<file path="config.mk">
export PLATFORM = sky130hd
export DESIGN_NAME = reg_renamer
export DESIGN_NICKNAME = d
export VERILOG_FILES = /design/src/rtl/renamer_pkg.sv /design/src/rtl/rn_map_table.sv /design/src/rtl/rn_free_list.sv /design/src/rtl/reg_renamer.sv
export SDC_FILE = /design/constraint.sdc
export NUM_CORES = 1
export LEC_CHECK = 0
export ABC_CLOCK_PERIOD_IN_PS = 2400
export CAP_MARGIN = 20
export CELL_PAD_IN_SITES_DETAIL_PLACEMENT = 1
export CELL_PAD_IN_SITES_GLOBAL_PLACEMENT = 1
export CORE_MARGIN = 2
export CORE_UTILIZATION = 53
export CTS_CLUSTER_SIZE = 8
export DETAILED_ROUTE_END_ITERATION = 10
export DONT_BUFFER_PORTS = 1
export PLACE_DENSITY_LB_ADDON = 0.1
export SYNTH_ARGS = -nofsm -noshare
export SYNTH_HDL_FRONTEND = slang
export SYNTH_SLANG_ARGS = --single-unit
</file>
<file path="constraint.sdc">
create_clock -name clk_i -period 2.4 [get_ports clk_i]
set_input_delay 0.24 -clock clk_i [delete_from_list [all_inputs] [get_ports clk_i]]
set_output_delay 0.24 -clock clk_i [all_outputs]
set_load 0.05 [all_outputs]
</file>
<file path="src/rtl/renamer_pkg.sv">
`timescale 1ns/1ps
package renamer_pkg;
  localparam int unsigned DEF_NUM_LOG  = 8;
  localparam int unsigned DEF_NUM_PHYS = 16;
endpackage

</file>
<file path="src/rtl/rn_map_table.sv">
`timescale 1ns/1ps
module rn_map_table #(
  parameter int unsigned NUM_LOG  = 8,
  parameter int unsigned NUM_PHYS = 16,
  localparam int unsigned LW = $clog2(NUM_LOG),
  localparam int unsigned PW = $clog2(NUM_PHYS),
  localparam int unsigned NRD = 3
) (
  input  logic          clk_i,
  input  logic          rst_ni,
  input  logic          flush_i,
  input  logic [LW-1:0] rd_idx_i [NRD],
  output logic [PW-1:0] rd_pd_o  [NRD],
  input  logic          wr_en_i,
  input  logic [LW-1:0] wr_idx_i,
  input  logic [PW-1:0] wr_pd_i,
  input  logic          cmt_en_i,
  input  logic [LW-1:0] cmt_idx_i,
  input  logic [PW-1:0] cmt_pd_i
);
  logic [PW-1:0] spec_q [NUM_LOG];
  logic [PW-1:0] arch_q [NUM_LOG];

  // reads see state before this cycle's write
  for (genvar r = 0; r < NRD; r++) begin : g_rd
    assign rd_pd_o[r] = spec_q[rd_idx_i[r]];
  end

  always_ff @(posedge clk_i or negedge rst_ni) begin
    if (!rst_ni) begin
      for (int i = 0; i < NUM_LOG; i++) spec_q[i] <= PW'(i);
    end else if (flush_i) begin
      for (int i = 0; i < NUM_LOG; i++) spec_q[i] <= arch_q[i];
    end else if (wr_en_i) begin
      spec_q[wr_idx_i] <= wr_pd_i;
    end
  end

  always_ff @(posedge clk_i or negedge rst_ni) begin
    if (!rst_ni) begin
      for (int i = 0; i < NUM_LOG; i++) arch_q[i] <= PW'(i);
    end else if (cmt_en_i) begin
      arch_q[cmt_idx_i] <= cmt_pd_i;
    end
  end
endmodule

</file>
<file path="src/rtl/rn_free_list.sv">
`timescale 1ns/1ps
module rn_free_list #(
  parameter int unsigned NUM_LOG  = 8,
  parameter int unsigned NUM_PHYS = 16,
  localparam int unsigned PW    = $clog2(NUM_PHYS),
  localparam int unsigned DEPTH = NUM_PHYS - NUM_LOG,
  localparam int unsigned FW    = (DEPTH > 1) ? $clog2(DEPTH) : 1,
  localparam int unsigned CW    = $clog2(DEPTH + 1)
) (
  input  logic          clk_i,
  input  logic          rst_ni,
  input  logic          flush_i,
  input  logic          pop_i,
  input  logic          push_i,
  input  logic [PW-1:0] push_pd_i,
  output logic [PW-1:0] head_pd_o,
  output logic          empty_o,
  output logic [CW-1:0] cnt_o
);
  logic [PW-1:0] slot_q [DEPTH];
  logic [FW-1:0] head_q, tail_q, arch_head_q;
  logic [CW-1:0] cnt_q;

  function automatic logic [FW-1:0] nxt(input logic [FW-1:0] p);
    return (p == FW'(DEPTH - 1)) ? '0 : p + FW'(1);
  endfunction

  assign head_pd_o = slot_q[head_q];
  assign empty_o   = (cnt_q == '0);
  assign cnt_o     = cnt_q;

  always_ff @(posedge clk_i or negedge rst_ni) begin
    if (!rst_ni) begin
      for (int k = 0; k < DEPTH; k++) slot_q[k] <= PW'(NUM_LOG + k);
    end else if (push_i) begin
      slot_q[tail_q] <= push_pd_i;
    end
  end

  // each commit retires one allocation in order: committed head steps once
  always_ff @(posedge clk_i or negedge rst_ni) begin
    if (!rst_ni) begin
      head_q      <= '0;
      tail_q      <= '0;
      arch_head_q <= '0;
      cnt_q       <= CW'(DEPTH);
    end else begin
      if (push_i) begin
        tail_q      <= nxt(tail_q);
        arch_head_q <= nxt(arch_head_q);
      end
      if (flush_i) begin
        head_q <= arch_head_q;
        cnt_q  <= CW'(DEPTH);
      end else begin
        if (pop_i) head_q <= nxt(head_q);
        cnt_q <= cnt_q + CW'(push_i) - CW'(pop_i);
      end
    end
  end
endmodule

</file>
<file path="src/rtl/reg_renamer.sv">
`timescale 1ns/1ps
module reg_renamer
  import renamer_pkg::*;
#(
  parameter int unsigned NUM_LOG  = DEF_NUM_LOG,
  parameter int unsigned NUM_PHYS = DEF_NUM_PHYS,
  localparam int unsigned LW = $clog2(NUM_LOG),
  localparam int unsigned PW = $clog2(NUM_PHYS),
  localparam int unsigned CW = $clog2(NUM_PHYS - NUM_LOG + 1)
) (
  input  logic          clk_i,
  input  logic          rst_ni,
  input  logic          flush_i,
  input  logic          ren_valid_i,
  input  logic          ren_has_dst_i,
  input  logic [LW-1:0] ren_src1_i,
  input  logic [LW-1:0] ren_src2_i,
  input  logic [LW-1:0] ren_dst_i,
  output logic          stall_o,
  output logic [PW-1:0] ren_src1_pd_o,
  output logic [PW-1:0] ren_src2_pd_o,
  output logic [PW-1:0] ren_dst_pd_o,
  output logic [PW-1:0] ren_old_pd_o,
  input  logic          cmt_valid_i,
  input  logic [LW-1:0] cmt_dst_i,
  input  logic [PW-1:0] cmt_pd_i,
  input  logic [PW-1:0] cmt_old_pd_i
);
  logic          fl_empty;
  logic [PW-1:0] fl_head_pd;
  logic [CW-1:0] fl_cnt;
  logic          alloc;
  logic [LW-1:0] rd_idx [3];
  logic [PW-1:0] rd_pd  [3];

  assign stall_o = ren_valid_i & ren_has_dst_i & fl_empty;
  assign alloc   = ren_valid_i & ren_has_dst_i & ~fl_empty & ~flush_i;

  assign rd_idx[0] = ren_src1_i;
  assign rd_idx[1] = ren_src2_i;
  assign rd_idx[2] = ren_dst_i;

  assign ren_src1_pd_o = rd_pd[0];
  assign ren_src2_pd_o = rd_pd[1];
  assign ren_old_pd_o  = rd_pd[2];
  assign ren_dst_pd_o  = fl_head_pd;

  rn_map_table #(.NUM_LOG(NUM_LOG), .NUM_PHYS(NUM_PHYS)) i_map (
    .clk_i     (clk_i),
    .rst_ni    (rst_ni),
    .flush_i   (flush_i),
    .rd_idx_i  (rd_idx),
    .rd_pd_o   (rd_pd),
    .wr_en_i   (alloc),
    .wr_idx_i  (ren_dst_i),
    .wr_pd_i   (fl_head_pd),
    .cmt_en_i  (cmt_valid_i),
    .cmt_idx_i (cmt_dst_i),
    .cmt_pd_i  (cmt_pd_i)
  );

  rn_free_list #(.NUM_LOG(NUM_LOG), .NUM_PHYS(NUM_PHYS)) i_fl (
    .clk_i     (clk_i),
    .rst_ni    (rst_ni),
    .flush_i   (flush_i),
    .pop_i     (alloc),
    .push_i    (cmt_valid_i),
    .push_pd_i (cmt_old_pd_i),
    .head_pd_o (fl_head_pd),
    .empty_o   (fl_empty),
    .cnt_o     (fl_cnt)
  );
endmodule

</file>
# Word level (Yosys, flattened, before mapping)
# Index checks and enable logic that the tools add are counted.
totals:
  register_bits: 109
  in_bits: 26
  word_cells: 91
classes:
  n_addsub: 5
  order_cmp: 9
  eq_ne: 3
  muxes: 29
  n_bitwise: 12
  n_reduce_logical: 5
op_table:
  columns: ["op", "n"]
  rows:
  - ["bitwise mux 32 bit", 3]
  - ["two-way mux 32 bit", 2]
  - ["binary-select mux 4 bit (select 3 bit)", 4]
  - ["two-way mux 4 bit", 12]
  - ["demux 4 bit (select 3 bit)", 3]
  - [">= comparator 4 bit, second input constant", 6]
  - ["inverter 3 -> 4 bit", 6]
  - ["two-way mux 3 bit", 5]
  - ["< comparator 4 x 1 -> 1 bit, second input constant", 3]
  - ["adder 3 x 1 -> 3 bit, second input constant", 3]
  - ["equality test 3 bit, second input constant", 3]
  - ["adder 4 x 1 -> 4 bit", 1]
  - ["bitwise AND 1 bit", 4]
  - ["zero test 4 bit", 1]
  - ["subtractor 4 x 1 -> 4 bit", 1]
  - ["logical AND 1 bit", 3]
  - ["inverter 1 bit", 2]
  - ["nonzero test 2 bit", 1]

# Longest topological paths before layout
# Gate-level depths: netlist of run 1.
logic_depth:
  depth_word: 8
  ltp_mapped: 11

# Cells and area by module
# From an unflattened synthesis of run 1, not the netlist that was laid out.
unflattened:
  hier_cells: 427
  area_unflattened_um2: 5798.1
modules_own_cells:
  columns: ["module", "n_inst", "cells_per_inst", "area_per_inst_um2"]
  rows:
  - ["rn_map_table", 1, 270, 3559.7]
  - ["rn_free_list", 1, 155, 2219.6]
  - ["reg_renamer", 1, 2, 18.8]

# Worst setup path after synthesis of run 1
# OpenSTA, ideal clock, no wires.
synth_path:
  path_kind: "register to register"
  start: "reg i_fl.cnt_q[3], in the netlist i_fl.cnt_o[3]"
  end: "reg i_fl.cnt_q[1], in the netlist i_fl.cnt_o[1]"
  setup_ps: 132
  arrival_ps: 1976
  t_required_ps: 2268
  path_slack_ps: 293
  stages_incl_launch_ff: 10
  path_buffers: 0
  period_less_slack_ps: 2107
  cell_sequence: "dfstp_2 > inv_1 > ha_1 > nor3b_1 > nor3_1 > ha_1 > inv_1 > ha_1 > fa_1 > nor2b_1"
synth_between:
  elab_chain_len: 6
synth_rtl:
  columns: ["item", "line", "rtl"]
  rows:
  - ["start: declaration", "rn_free_list.sv:22", "logic [CW-1:0] cnt_q;"]
  - ["start signal: assignment", "rn_free_list.sv:46", "cnt_q <= CW'(DEPTH);"]
  - ["start signal: assignment", "rn_free_list.sv:54", "cnt_q <= CW'(DEPTH);"]
  - ["start signal: assignment", "rn_free_list.sv:57", "cnt_q <= cnt_q + CW'(push_i) - CW'(pop_i);"]
  - ["zero test 4 bit", "rn_free_list.sv:29", "assign empty_o = (cnt_q == '0);"]
  - ["inverter 1 bit", "reg_renamer.sv:37", "assign alloc = ren_valid_i & ren_has_dst_i & ~fl_empty & ~flush_i;"]
  - ["bitwise AND 1 bit (2 in series)", "reg_renamer.sv:37", null]
  - ["subtractor 4 x 1 -> 4 bit", "rn_free_list.sv:57", null]
  - ["two-way mux 4 bit", "rn_free_list.sv:52", "if (flush_i) begin"]
# No other way between the ends.
# A chain may end at the register's enable or synchronous reset.

# Worst setup path in the final report of run 1
layout_path:
  start: "reg i_fl.head_q[0]"
  end: "out ren_dst_pd_o[0]"
layout_between:
  elab_chain_len: 4
layout_rtl:
  columns: ["item", "line", "rtl"]
  rows:
  - ["start: declaration", "rn_free_list.sv:21", "logic [FW-1:0] head_q, tail_q, arch_head_q;"]
  - ["start signal: assignment", "rn_free_list.sv:53", "head_q <= arch_head_q;"]
  - ["start signal: assignment", "rn_free_list.sv:56", "if (pop_i) head_q <= nxt(head_q);"]
  - ["inverter 3 -> 4 bit (not written as such)", "rn_free_list.sv:28", "assign head_pd_o = slot_q[head_q];"]
  - ["binary-select mux 4 bit (select 3 bit)", "rn_free_list.sv:28", null]
  - ["two-way mux 4 bit (not written as such) (2 in series)", "rn_free_list.sv:28", null]
  - ["end: declaration", "reg_renamer.sv:22", "output logic [PW-1:0] ren_dst_pd_o,"]
# No other way between the ends. The select of a mux whose other input is x is not followed.

==> summary.txt, run 1 <==
Outcome
  – Status: finished with violations
  – Failing checks: negative hold slack

Timing
  – Setup Skew: between 15 and 20 ps
  – Crit path time final: 2280 ps
  – Slew margin rel.: 49.1%
  – Slew @ Worst Pin: 762 ps
  – FMAX: ~440 MHz
  – Final Hold Fails: ~110
  – Min Hold Slack: -457 ps
  – Setup TNS: 0 ps
  – Fin crit share: a little over nine tenths
  – Fin. max-slew vios: 0
  – RSZ-0062 raised after global routing: false
  – Setup-failing EPs final: 0

Clocking
  – H-tree levels: 3
  – Worst-Skew Late Latency: between 300 and 400 ps
  – Post-CTS setup buffers: 0
  – CTS tree: built
  – Clk pin slew, worst setup/hold paths: ~110 ps
  – Number of buffers created by CTS: 9
  – CTS Root Cell: clkbuf_8
  – Max Root-Sink Buffers: 2
  – CTS Sinks: about 110

Synthesis
  – Syn_nets: about 470
  – Yosys top cell area share: 27.7%
  – Area contributors post-synth: dfrtp_1, dfstp_2, mux2_2
  – Gate Count Post-Synth: approximately 430
  – Cell taking the most area after synthesis: dfrtp_1
  – Synthesized cell area: around 0.0058 sq mm
  – Mux contribution to synthesized area: 32.1%
  – Top FF cell, synth: dfrtp_1
  – FF+latch count, synth: ~110
  – Post-synth EDFFs: 0
  – Synth Area in XOR/XNOR: less than 1%
  – Async S/R FF share, synth: 100%
  – Largest family of logic cells by synthesized area: multiplexers
  – Synth Warn #: 0
  – Adder-cell area share of the yosys netlist: approximately 2.7%
  – Mean Syn Cell Area: 13.3 sq um
  – Seq/Total Area, Yosys: 48.2%
  – Synth Area in Compound Gates: around 6.1%
  – Simple-gate share of the synthesized area: under 10%
  – Yosys cell types: 38

Power
  – Leakage: about 2.6 nW
  – Sw Ratio: 37.2%
  – Power Internal: approximately 4.5 mW
  – Power Dens Cells: around 1100 mW/mm^2
  – Sw Pwr: 2.66 mW
  – Flop pwr share: 44.5%
  – Design Power: 7.17 mW
  – Clock Power Share: between 10% and 20%
  – Logic gate share of total power: 38.1%
  – Peak VDD IR: 0.000582 V

Routing
  – DRT iter0 DRCs: about 250
  – Total Wirelength: roughly 14000 um
  – Post-DRT Antenna Nets: 0
  – Routed via count: 3704
  – DR DRC count: 0
  – Drt wl/cell: roughly 24 um
  – First-pass detailed-route iteration total: 4
  – Via density: 6.27

GRT
  – Initial antenna violation count: 0
  – GRT Util Overall: between 20% and 30%
  – First-pass GRT wire length: between 20000 and 25000 um
  – Vias in the first global route: between 3000 and 4000
  – Grt ovf: 0
  – Pin count of the biggest net entering global routing: between 100 and 150

Worst setup path
  – WP data arrival: approximately 2000 ps
  – CP Data Required Time: between 2000 and 2500 ps
  – CP Capture Type: primary output
  – Critical Path Max Stage Delay: 580 ps
  – Worst path slowest cell: mux4_2
  – Top delay family on crit path: multiplexers
  – Reg-to-Reg Start: i_fl.cnt_o[3]
  – CP max FO: 11
  – R2r endpoint: i_fl.cnt_o[1]
  – Worst path cell trace: buf_4, mux4_2, mux2i_4, inv_2
  – Cell depth of the worst flop-to-flop path: 9
  – Worst Setup Start Kind: flop
  – Critical path class: flop to primary output
  – WP buf/inv: 2
  – Worst R2R Setup Slack: roughly 150 ps

Run
  – MaxCap Viol Count: 0

Die
  – Die height: roughly 110 um
  – DIE WIDTH: between 100 and 150 um
  – Core ar.: roughly 0.011 sq mm
  – Placement Rows: 38
  – Ports: 43
  – Die area: ~0.012 sq mm
  – Initial core utilization: a little over half

Finish
  – # diodes: 0
  – Most frequent standard cell in the layout excluding fill and tap cells: mux2_2
  – Final layout net count: approximately 480
  – Share of cells above drive strength 1: a little over two fifths
  – Highest-count cells in the layout ignoring fill and taps: mux2_2, dfrtp_1, dfstp_2
  – Area grow syn2layout: 9.57%

Placed design
  – GPL Wtd Cong: between 0.9 and 1
  – PortBufs: 0
  – Post-DP HPWL: around 9700 um

Hold path
  – Worst Hold Class: input pin to async pin
## synth_stat cells (2+ instances only)
cell / n
a211oi_1: 2
a21oi_1: 6
a221o_1: 17
a31oi_1: 2
and3_1: 2
buf_1: 2
buf_2: 9
clkbuf_1: 13
dfrtp_1: 64
dfstp_2: 45
ha_1: 11
inv_1: 7
inv_2: 4
mux2_2: 81
mux2i_1: 22
mux2i_4: 4
mux4_2: 28
nand2_1: 25
nand2b_1: 3
nand3_1: 3
nand4_1: 6
nand4b_1: 7
nor2_1: 25
nor2b_1: 5
nor3_1: 6
nor3b_1: 4
o21ai_0: 13
o21ai_1: 7
xnor2_1: 2
## final cells by class
class,instances,area (sq um)
clock inverter,7,98.8
timing repair buffer,26,258
inverter,11,41.3
fill,1070,4420
multi-input combinational,289,2850
sequential,109,2780
clock buffer,9,124
tap,140,175
## layer usage
metal | global-route usage [%] | wire length [um] | vias up
met2 | 38.1 | 6420 | 74
met4 | 6.87 | 159 | 0
met3 | 3.50 | 529 | 10
met5 | 0 | 0 | -
met1 | 38.6 | 7000 | 1967
li1 | - | - | 1653
## kinds of logic (layout without fill, tap and decap cells)
family,count (synthesis),after routing
multiplexers,135,135
flip-flops,109,109
AND/OR/NAND/NOR,90,90
AO/OA/AOI/OAI,50,50
buffers and inverters,36,53
adder cells (fa/ha/maj),12,12
XOR/XNOR,2,2
## worst reg2reg max path, cell delays in order, from the launching register on
cell and delay (ps):
dfstp_2 530, inv_1 40, ha_1 190, nor3b_2 180
nor3_2 160, ha_1 250, inv_1 60, ha_1 170
fa_1 430, nor2b_1 140
## power by group through the flow
stage | combinational [mW] | clock (mW) | sequential (mW)
2_1_floorplan | 2.43 | 0 | 2.91
3_3_place_gp | 2.60 | 0 | 3.17
3_5_place_dp | 2.69 | 0 | 3.21
4_1_cts | 2.73 | 1.27 | 3.18
5_1_grt | 2.94 | 1.34 | 3.28
6_report | 2.73 | 1.25 | 3.19
## worst max-delay path by stage
stage	from	endpoint	slack (ps)	cells past startpoint
CTS	i_fl.cnt_o[2]	i_fl.cnt_o[2]	8	10
detailed placement	i_fl.cnt_o[2]	i_fl.cnt_o[2]	70	10
global route	i_fl.head_q[0]	ren_dst_pd_o[3]	8	4
finish	i_fl.head_q[0]	ren_dst_pd_o[0]	120	4
global placement	i_fl.cnt_o[2]	i_fl.cnt_o[2]	240	10
floorplan	i_fl.cnt_o[3]	i_fl.cnt_o[1]	290	9
## repair_timing
item                       CTS  global route
setup endpoints to repair    0             3
hold buffers                13             5
gates resized for setup      0             2
hold endpoints to repair   159           114
## metrics by stage
step           area [sq um]  worst slack (ps)  std cells  util (%)  hold slack (ps)
2_1_floorplan          5780               293        434         -            -55.6
3_3_place_gp           5890               242        556      54.8            -52.1
3_5_place_dp           5890              68.0        556      54.8            -52.2
4_1_cts                6240              7.50        585      58.1             -476
5_1_grt                6330              7.83        591      58.9             -475
6_report               6330               117        591      58.9             -457
## registers in the layout, indices dropped and copies added, names as in the netlist
signal	cells
i_fl.slot_q	32
i_map.arch_q	32
i_map.spec_q	32
i_fl.cnt_o	4
i_fl.arch_head_q	3
i_fl.head_q	3
i_fl.tail_q	3
(Power assumes the default switching activity.)
==> run 2: changes to the inputs <==
--- a/config.mk
+++ b/config.mk
@@ -17,4 +17,5 @@
 export PLACE_DENSITY_LB_ADDON = 0.1
 export SYNTH_ARGS = -nofsm -noshare
 export SYNTH_HDL_FRONTEND = slang
+export SYNTH_HIERARCHICAL = 1
 export SYNTH_SLANG_ARGS = --single-unit
==> run 2 against run 1 <==
The flow still finishes with violations (negative hold slack). Synthesized area is 0.37% higher. First-iteration DRC count decreased by 6.4%. Sequential power is 4% lower. Combinational power decreased by 12%. Sequential share of layout area is 0.71 points higher. Synthesized cell count down 1.6%. Clock skew down 3.2 ps. Setup slack got worse by 24 ps. Critical path type is now flop to flop. Largest cell class unchanged.
==> summary.txt, run 2 <==
Die
  – Die height: approximately 110 um
  – Ports: 43
  – Die area: roughly 0.012 sq mm
  – Placement Rows: 38
  – DIE WIDTH: around 110 um
  – Initial core utilization: 54.0%
  – Core ar.: ~0.011 sq mm

Synthesis
  – Seq/Total Area, Yosys: 48.0%
  – Synthesized cell area: between 0.005 and 0.006 sq mm
  – Syn_nets: between 400 and 500
  – Synth Warn #: 6
  – Top FF cell, synth: dfrtp_1
  – Yosys cell types: 36
  – Cell taking the most area after synthesis: dfrtp_1
  – Post-synth EDFFs: 0
  – Gate Count Post-Synth: around 430
  – Mean Syn Cell Area: between 10 and 15 sq um
  – Yosys top cell area share: between 20% and 30%
  – FF+latch count, synth: about 110
  – Area contributors post-synth: dfrtp_1, dfstp_2, mux2_2
  – Count leader, synth: mux2_2
  – Post-synth top cells: mux2_2, dfrtp_1, dfstp_2, nand2_1, mux2i_1
  – Async S/R FF share, synth: between 90% and 100%

Worst setup path
  – Critical path class: flop to flop
  – Worst R2R Setup Slack: ~94 ps
  – Cell depth of the worst flop-to-flop path: 9
  – CP max FO: 2
  – R2r endpoint: i_fl/cnt_o[1]
  – Worst Setup Start Kind: flop
  – Reg-to-Reg Start: i_fl/cnt_o[3]
  – WP data arrival: around 2600 ps
  – CP Capture Type: flop
  – CP Data Required Time: between 2000 and 3000 ps

Timing
  – Setup-failing EPs final: 0
  – FMAX: roughly 430 MHz
  – Final Worst Setup Slack: approximately 94 ps
  – Crit path time final: around 2300 ps
  – Setup Skew: 14.0 ps
  – Fin. max-slew vios: 0
  – Fin crit share: a little over nine tenths
  – Slew margin rel.: between 60% and 70%
  – Min Hold Slack: -453 ps
  – Final Hold Fails: around 110
  – Slew @ Worst Pin: ~520 ps

Finish
  – Most frequent standard cell in the layout excluding fill and tap cells: mux2_2
  – Share of cells above drive strength 1: 44.7%
  – Highest-count cells in the layout ignoring fill and taps: mux2_2, dfrtp_1, dfstp_2
  – Final layout net count: ~460
  – Final Non-Filler Cells: 570
  – # diodes: 0
  – Top Registers: i_fl/slot_q x32, i_map/arch_q x32, i_map/spec_q x32
  – Area grow syn2layout: 7.44%

Routing
  – Routed via count: around 3600
  – Total Wirelength: roughly 14000 um
  – Drt wl/cell: roughly 25 um
  – DR DRC count: 0
  – First-pass detailed-route iteration total: 4
  – DRT iter0 DRCs: between 200 and 250
  – Post-DRT Antenna Nets: 0
  – Via density: 6.27

GRT
  – GRT Util Overall: about a quarter
  – First-pass GRT wire length: ~22000 um
  – Pin count of the biggest net entering global routing: 110
  – Initial antenna violation count: 0
  – Grt ovf: 0
  – Vias in the first global route: 3866

Power
  – Design Power: ~6.6 mW
  – Leakage: 2.53 nW
  – Peak VDD IR: around 0.00065 V
  – Power Dens Cells: 1070 mW/mm^2

Clocking
  – CTS Sinks: about 110
  – CTS tree: built
  – CTS Hold Buffers Added: 12
  – Number of buffers created by CTS: 9
  – CTS Root Cell: clkbuf_8
  – Max Root-Sink Buffers: 2
  – H-tree levels: 3
  – Clk pin slew, worst setup/hold paths: ~110 ps
  – Worst-Skew Late Latency: 380 ps

Placed design
  – # placed instances: between 500 and 600
  – Post-Place Setup Slack: between 100 and 150 ps
  – Post-DP HPWL: 9530 um
  – PortBufs: 0
  – GPL Wtd Cong: around 0.8

Outcome
  – Status: finished with violations
  – Failing checks: negative hold slack

Hold path
  – Worst Hold Class: input pin to async pin

Run
  – MaxCap Viol Count: 0
[run 2: worst max path at each step]
stage | start | to | slack (ps) | cells after the start
2_1_floorplan | i_fl/cnt_o[3] | i_fl/cnt_o[1] | 110 | 9
3_3_place_gp | i_fl/cnt_o[3] | i_fl/cnt_o[1] | 200 | 9
3_5_place_dp | i_fl/cnt_o[3] | i_fl/cnt_o[1] | 150 | 9
4_1_cts | i_fl/cnt_o[3] | i_fl/cnt_o[1] | 110 | 9
5_1_grt | i_fl/cnt_o[3] | i_fl/cnt_o[1] | -4 | 9
6_report | i_fl/cnt_o[3] | i_fl/cnt_o[1] | 90 | 9
[run 2: area by class of cell]
cell class / instances / area (sq um)
clock buffers: 12 / 165
flip-flops and latches: 109 / 2780
clock inverters: 4 / 53.8
fillers: 1064 / 4520
inverters: 8 / 30.0
multi-input cells: 281 / 2860
well taps: 140 / 175
repair buffers: 16 / 160
[run 2: metal layers]
layer  global-route usage [%]  vias to the layer above  routed length [um]
li1                         -                     1566                   -
met5                        0                        -                   0
met1                     39.6                     1910                6840
met3                     4.34                        8                 697
met2                     38.0                       88                6360
met4                     7.97                        0                 106
[run 2: where the power goes]
part	internal (mW)	switching (mW)
sequential	2.60	0.453
clock	0.572	0.619
combinational	1.08	1.32
total	4.25	2.39
[run 2: worst max-delay path: stages (launching register included)]
cell and delay (ps):
dfstp_2 540, inv_2 30, ha_2 160, and3_4 140
and4bb_1 290, ha_1 240, inv_1 70, ha_2 190
fa_1 400, nor2b_1 130
[run 2: metrics by stage]
step	cell area, sq um	TNS, ps	hold slack (ps)	utilization (%)
3_3_place_gp	5870	0	-53.5	54.6
5_1_grt	6230	-3.70	-481	58.0
2_1_floorplan	5800	0	-55.6	-
6_report	6230	0	-453	58.0
4_1_cts	6220	0	-473	57.9
3_5_place_dp	5870	0	-52.7	54.6
[run 2: timing repair]
| item | 4_1_cts | 5_1_grt |
|---|---|---|
| resized for setup | 0 | 4 |
| setup endpoints to repair | 0 | 1 |
| buffers inserted | 0 | 0 |
| endpoints found under the hold margin | 196 | 109 |
[run 2: cells by family (layout without fill, tap and decap cells)]
kind of cell,after synthesis,count (layout),synth area share (%)
xor gates and xnor gates,1,1,0.151
buffers and inverters,37,40,2.81
muxes,150,150,34.6
AOI/OAI and AO/OA,40,40,3.47
adders and majority gates,12,12,2.72
and+or+nand+nor,78,78,8.26
DFF,109,109,48.0
==> run 3: changes to the inputs <==
--- a/config.mk
+++ b/config.mk
@@ -5,7 +5,7 @@
 export SDC_FILE = /design/constraint.sdc
 export NUM_CORES = 1
 export LEC_CHECK = 0
-export ABC_CLOCK_PERIOD_IN_PS = 2400
+export ABC_CLOCK_PERIOD_IN_PS = 2390
 export CAP_MARGIN = 20
 export CELL_PAD_IN_SITES_DETAIL_PLACEMENT = 1
 export CELL_PAD_IN_SITES_GLOBAL_PLACEMENT = 1
@@ -14,6 +14,7 @@
 export CTS_CLUSTER_SIZE = 8
 export DETAILED_ROUTE_END_ITERATION = 10
 export DONT_BUFFER_PORTS = 1
+export GPL_ROUTABILITY_DRIVEN = 0
 export PLACE_DENSITY_LB_ADDON = 0.1
 export SYNTH_ARGS = -nofsm -noshare
 export SYNTH_HDL_FRONTEND = slang
==> constraint.sdc (replaced) <==
create_clock -name clk_i -period 2.39 [get_ports clk_i]
set_input_delay 0.239 -clock clk_i [delete_from_list [all_inputs] [get_ports clk_i]]
set_output_delay 0.239 -clock clk_i [all_outputs]
set_load 0.05 [all_outputs]
==> run 3 against run 2 <==
The run still ends with negative hold slack left. Utilization rose by 0.28 points. Routed wire length rose by 1.2%. Register-to-register slack barely moved. Global-route usage rose by 0.39 points. Worst hold slack got worse by 0.62 ps. First-iteration DRC count rose by 19%. Clock skew rose by 1.8 ps. Sequential share of layout area fell by 0.21 points. Critical path depth did not move. Cell area rose by 0.48%. Fmax barely moved. Critical endpoint unchanged. Largest power group unchanged.
==> summary.txt, run 3 (synthesis results as in run 2) <==
Power
  – Logic gate share of total power: 36.2%
  – Peak VDD IR: between 0.0006 and 0.0007 V
  – Clock Power Share: 17.9%
  – Sw Pwr: roughly 2.4 mW
  – Sw Ratio: between 30% and 40%
  – Leakage: 2.54 nW
  – Power Internal: approximately 4.3 mW
  – Design Power: about 6.7 mW
  – Power Dens Cells: between 1000 and 1500 mW/mm^2
  – Flop pwr share: 45.8%

Routing
  – Drt wl/cell: around 25 um
  – Via density: 6.34
  – DRT iter0 DRCs: about 280
  – Routed via count: between 3000 and 4000
  – Met2 wire length: about 6400 um
  – Post-DRT Antenna Nets: 0
  – Total Wirelength: 14200 um
  – Max Used Layer: met4
  – M1 wire length: 6700 um
  – First-pass detailed-route iteration total: 4
  – Detail Route met3 WL: just under 900 um
  – DR DRC count: 0

Timing
  – Setup-failing EPs final: 0
  – Min Hold Slack: -454 ps
  – Crit path time final: 2310 ps
  – Setup Skew: roughly 16 ps
  – Fin. max-slew vios: 0
  – Fin crit share: between 90 and 100%
  – Final Hold Fails: approximately 110
  – Slew margin rel.: between 60% and 70%
  – FMAX: ~430 MHz
  – Slew @ Worst Pin: between 500 and 600 ps

GRT
  – Grt ovf: 0
  – First-pass GRT wire length: between 20000 and 25000 um
  – GRT Util Overall: around a quarter
  – Pin count of the biggest net entering global routing: 110
  – Vias in the first global route: roughly 3900
  – Initial antenna violation count: 0

Clocking
  – Number of buffers created by CTS: 9
  – Post-CTS setup buffers: 0
  – CTS Sinks: 109
  – Clk pin slew, worst setup/hold paths: around 110 ps
  – CTS Hold Buffers Added: 14
  – Worst-Skew Late Latency: ~380 ps
  – CTS Root Cell: clkbuf_8
  – H-tree levels: 3
  – Max Root-Sink Buffers: 2
  – CTS tree: built

Finish
  – Layout Utilization: about three fifths
  – Share of cells above drive strength 1: about 44%
  – Most frequent standard cell in the layout excluding fill and tap cells: mux2_2
  – Highest-count cells in the layout ignoring fill and taps: mux2_2, dfrtp_1, dfstp_2
  – Final layout net count: 465
  – Top Registers: i_fl/slot_q x32, i_map/arch_q x32, i_map/spec_q x32
  – Area grow syn2layout: 7.96%
  – # diodes: 0

Worst setup path
  – CP max FO: 2
  – Worst R2R Setup Slack: about 85 ps
  – Worst Setup Start Kind: flop
  – WP data arrival: 2570 ps
  – CP Capture Type: flop
  – Critical path class: flop to flop
  – CP Data Required Time: between 2000 and 3000 ps

Die
  – DIE WIDTH: approximately 110 um
  – Die area: between 0.01 and 0.015 sq mm
  – Die height: approximately 110 um
  – Core ar.: between 0.01 and 0.015 sq mm
  – Initial core utilization: between 50 and 60%
  – Ports: 43
  – Placement Rows: 38

Run
  – MaxCap Viol Count: 0

Placed design
  – PortBufs: 0
  – Post-DP HPWL: between 9000 and 10000 um

Outcome
  – Status: finished with violations
  – Failing checks: negative hold slack

Hold path
  – Worst Hold Class: input pin to async pin
-- run 3: cell types whose count changed in the layout (fill, tap and decap cells not counted), sizes merged --
cell	change
dlygate4sd3	+2
-- run 3: area by class of cell --
type / count / area (sq um)
Clock buffer: 12 / 165
Clock inverter: 4 / 53.8
Fill cell: 1056 / 4490
Inverter: 8 / 30.0
Multi-Input combinational cell: 281 / 2870
Sequential cell: 109 / 2780
Tap cell: 140 / 175
Timing Repair Buffer: 18 / 180
-- run 3: power by group through the flow --
stage	Clock, mW	Sequential (mW)	Combinational [mW]
after floorplan	0	2.89	2.05
after global placement	0	3.03	2.28
after detailed placement	0	3.10	2.37
after CTS	1.24	3.06	2.43
after global routing	1.30	3.16	2.62
final	1.20	3.07	2.43
-- run 3: worst paths after layout --
check                                 start          endpoint  cells past startpoint
max                           i_fl/cnt_o[3]     i_fl/cnt_o[1]                      9
min                                  rst_ni     i_fl/cnt_o[2]                      0
max reg2reg                   i_fl/cnt_o[3]     i_fl/cnt_o[1]                      9
min reg2reg                i_map/arch_q[23]  i_map/spec_q[23]                      2
max in group asynchronous            rst_ni   i_map/spec_q[5]                      0
min in group clk_i              cmt_pd_i[3]  i_map/arch_q[11]                      1
-- run 3: stage by stage --
step,cells,cell area [sq um],setup TNS [ps],hold slack [ps],worst slack [ps]
after global routing,572,6260,-24.0,-484,-21.6
after global placement,542,5870,0,-54.5,186
after CTS,572,6240,0,-474,101
after floorplan,427,5800,0,-56.6,98.9
after detailed placement,542,5870,0,-53.7,137
final,572,6260,0,-454,84.9
-- run 3: what timing repair did --
item                                    4_1_cts  5_1_grt
hold endpoints to repair                    199      109
resized for setup                             0        5
endpoints found under the setup margin        0        1
-- run 3: routing by layer --
layer | track usage, % | vias up
li1 | - | 1576
met1 | 40.0 | 1947
met2 | 38.8 | 94
met3 | 4.52 | 12
met4 | 7.97 | 0
met5 | 0 | -
-- run 3: critical path: stages (launching register included) --
cell and delay (ps):
dfstp_2 540, inv_2 40, ha_4 140, and3_4 140, and4bb_1 290, ha_1 240, inv_1 70, ha_2 190
fa_1 400, nor2b_1 130
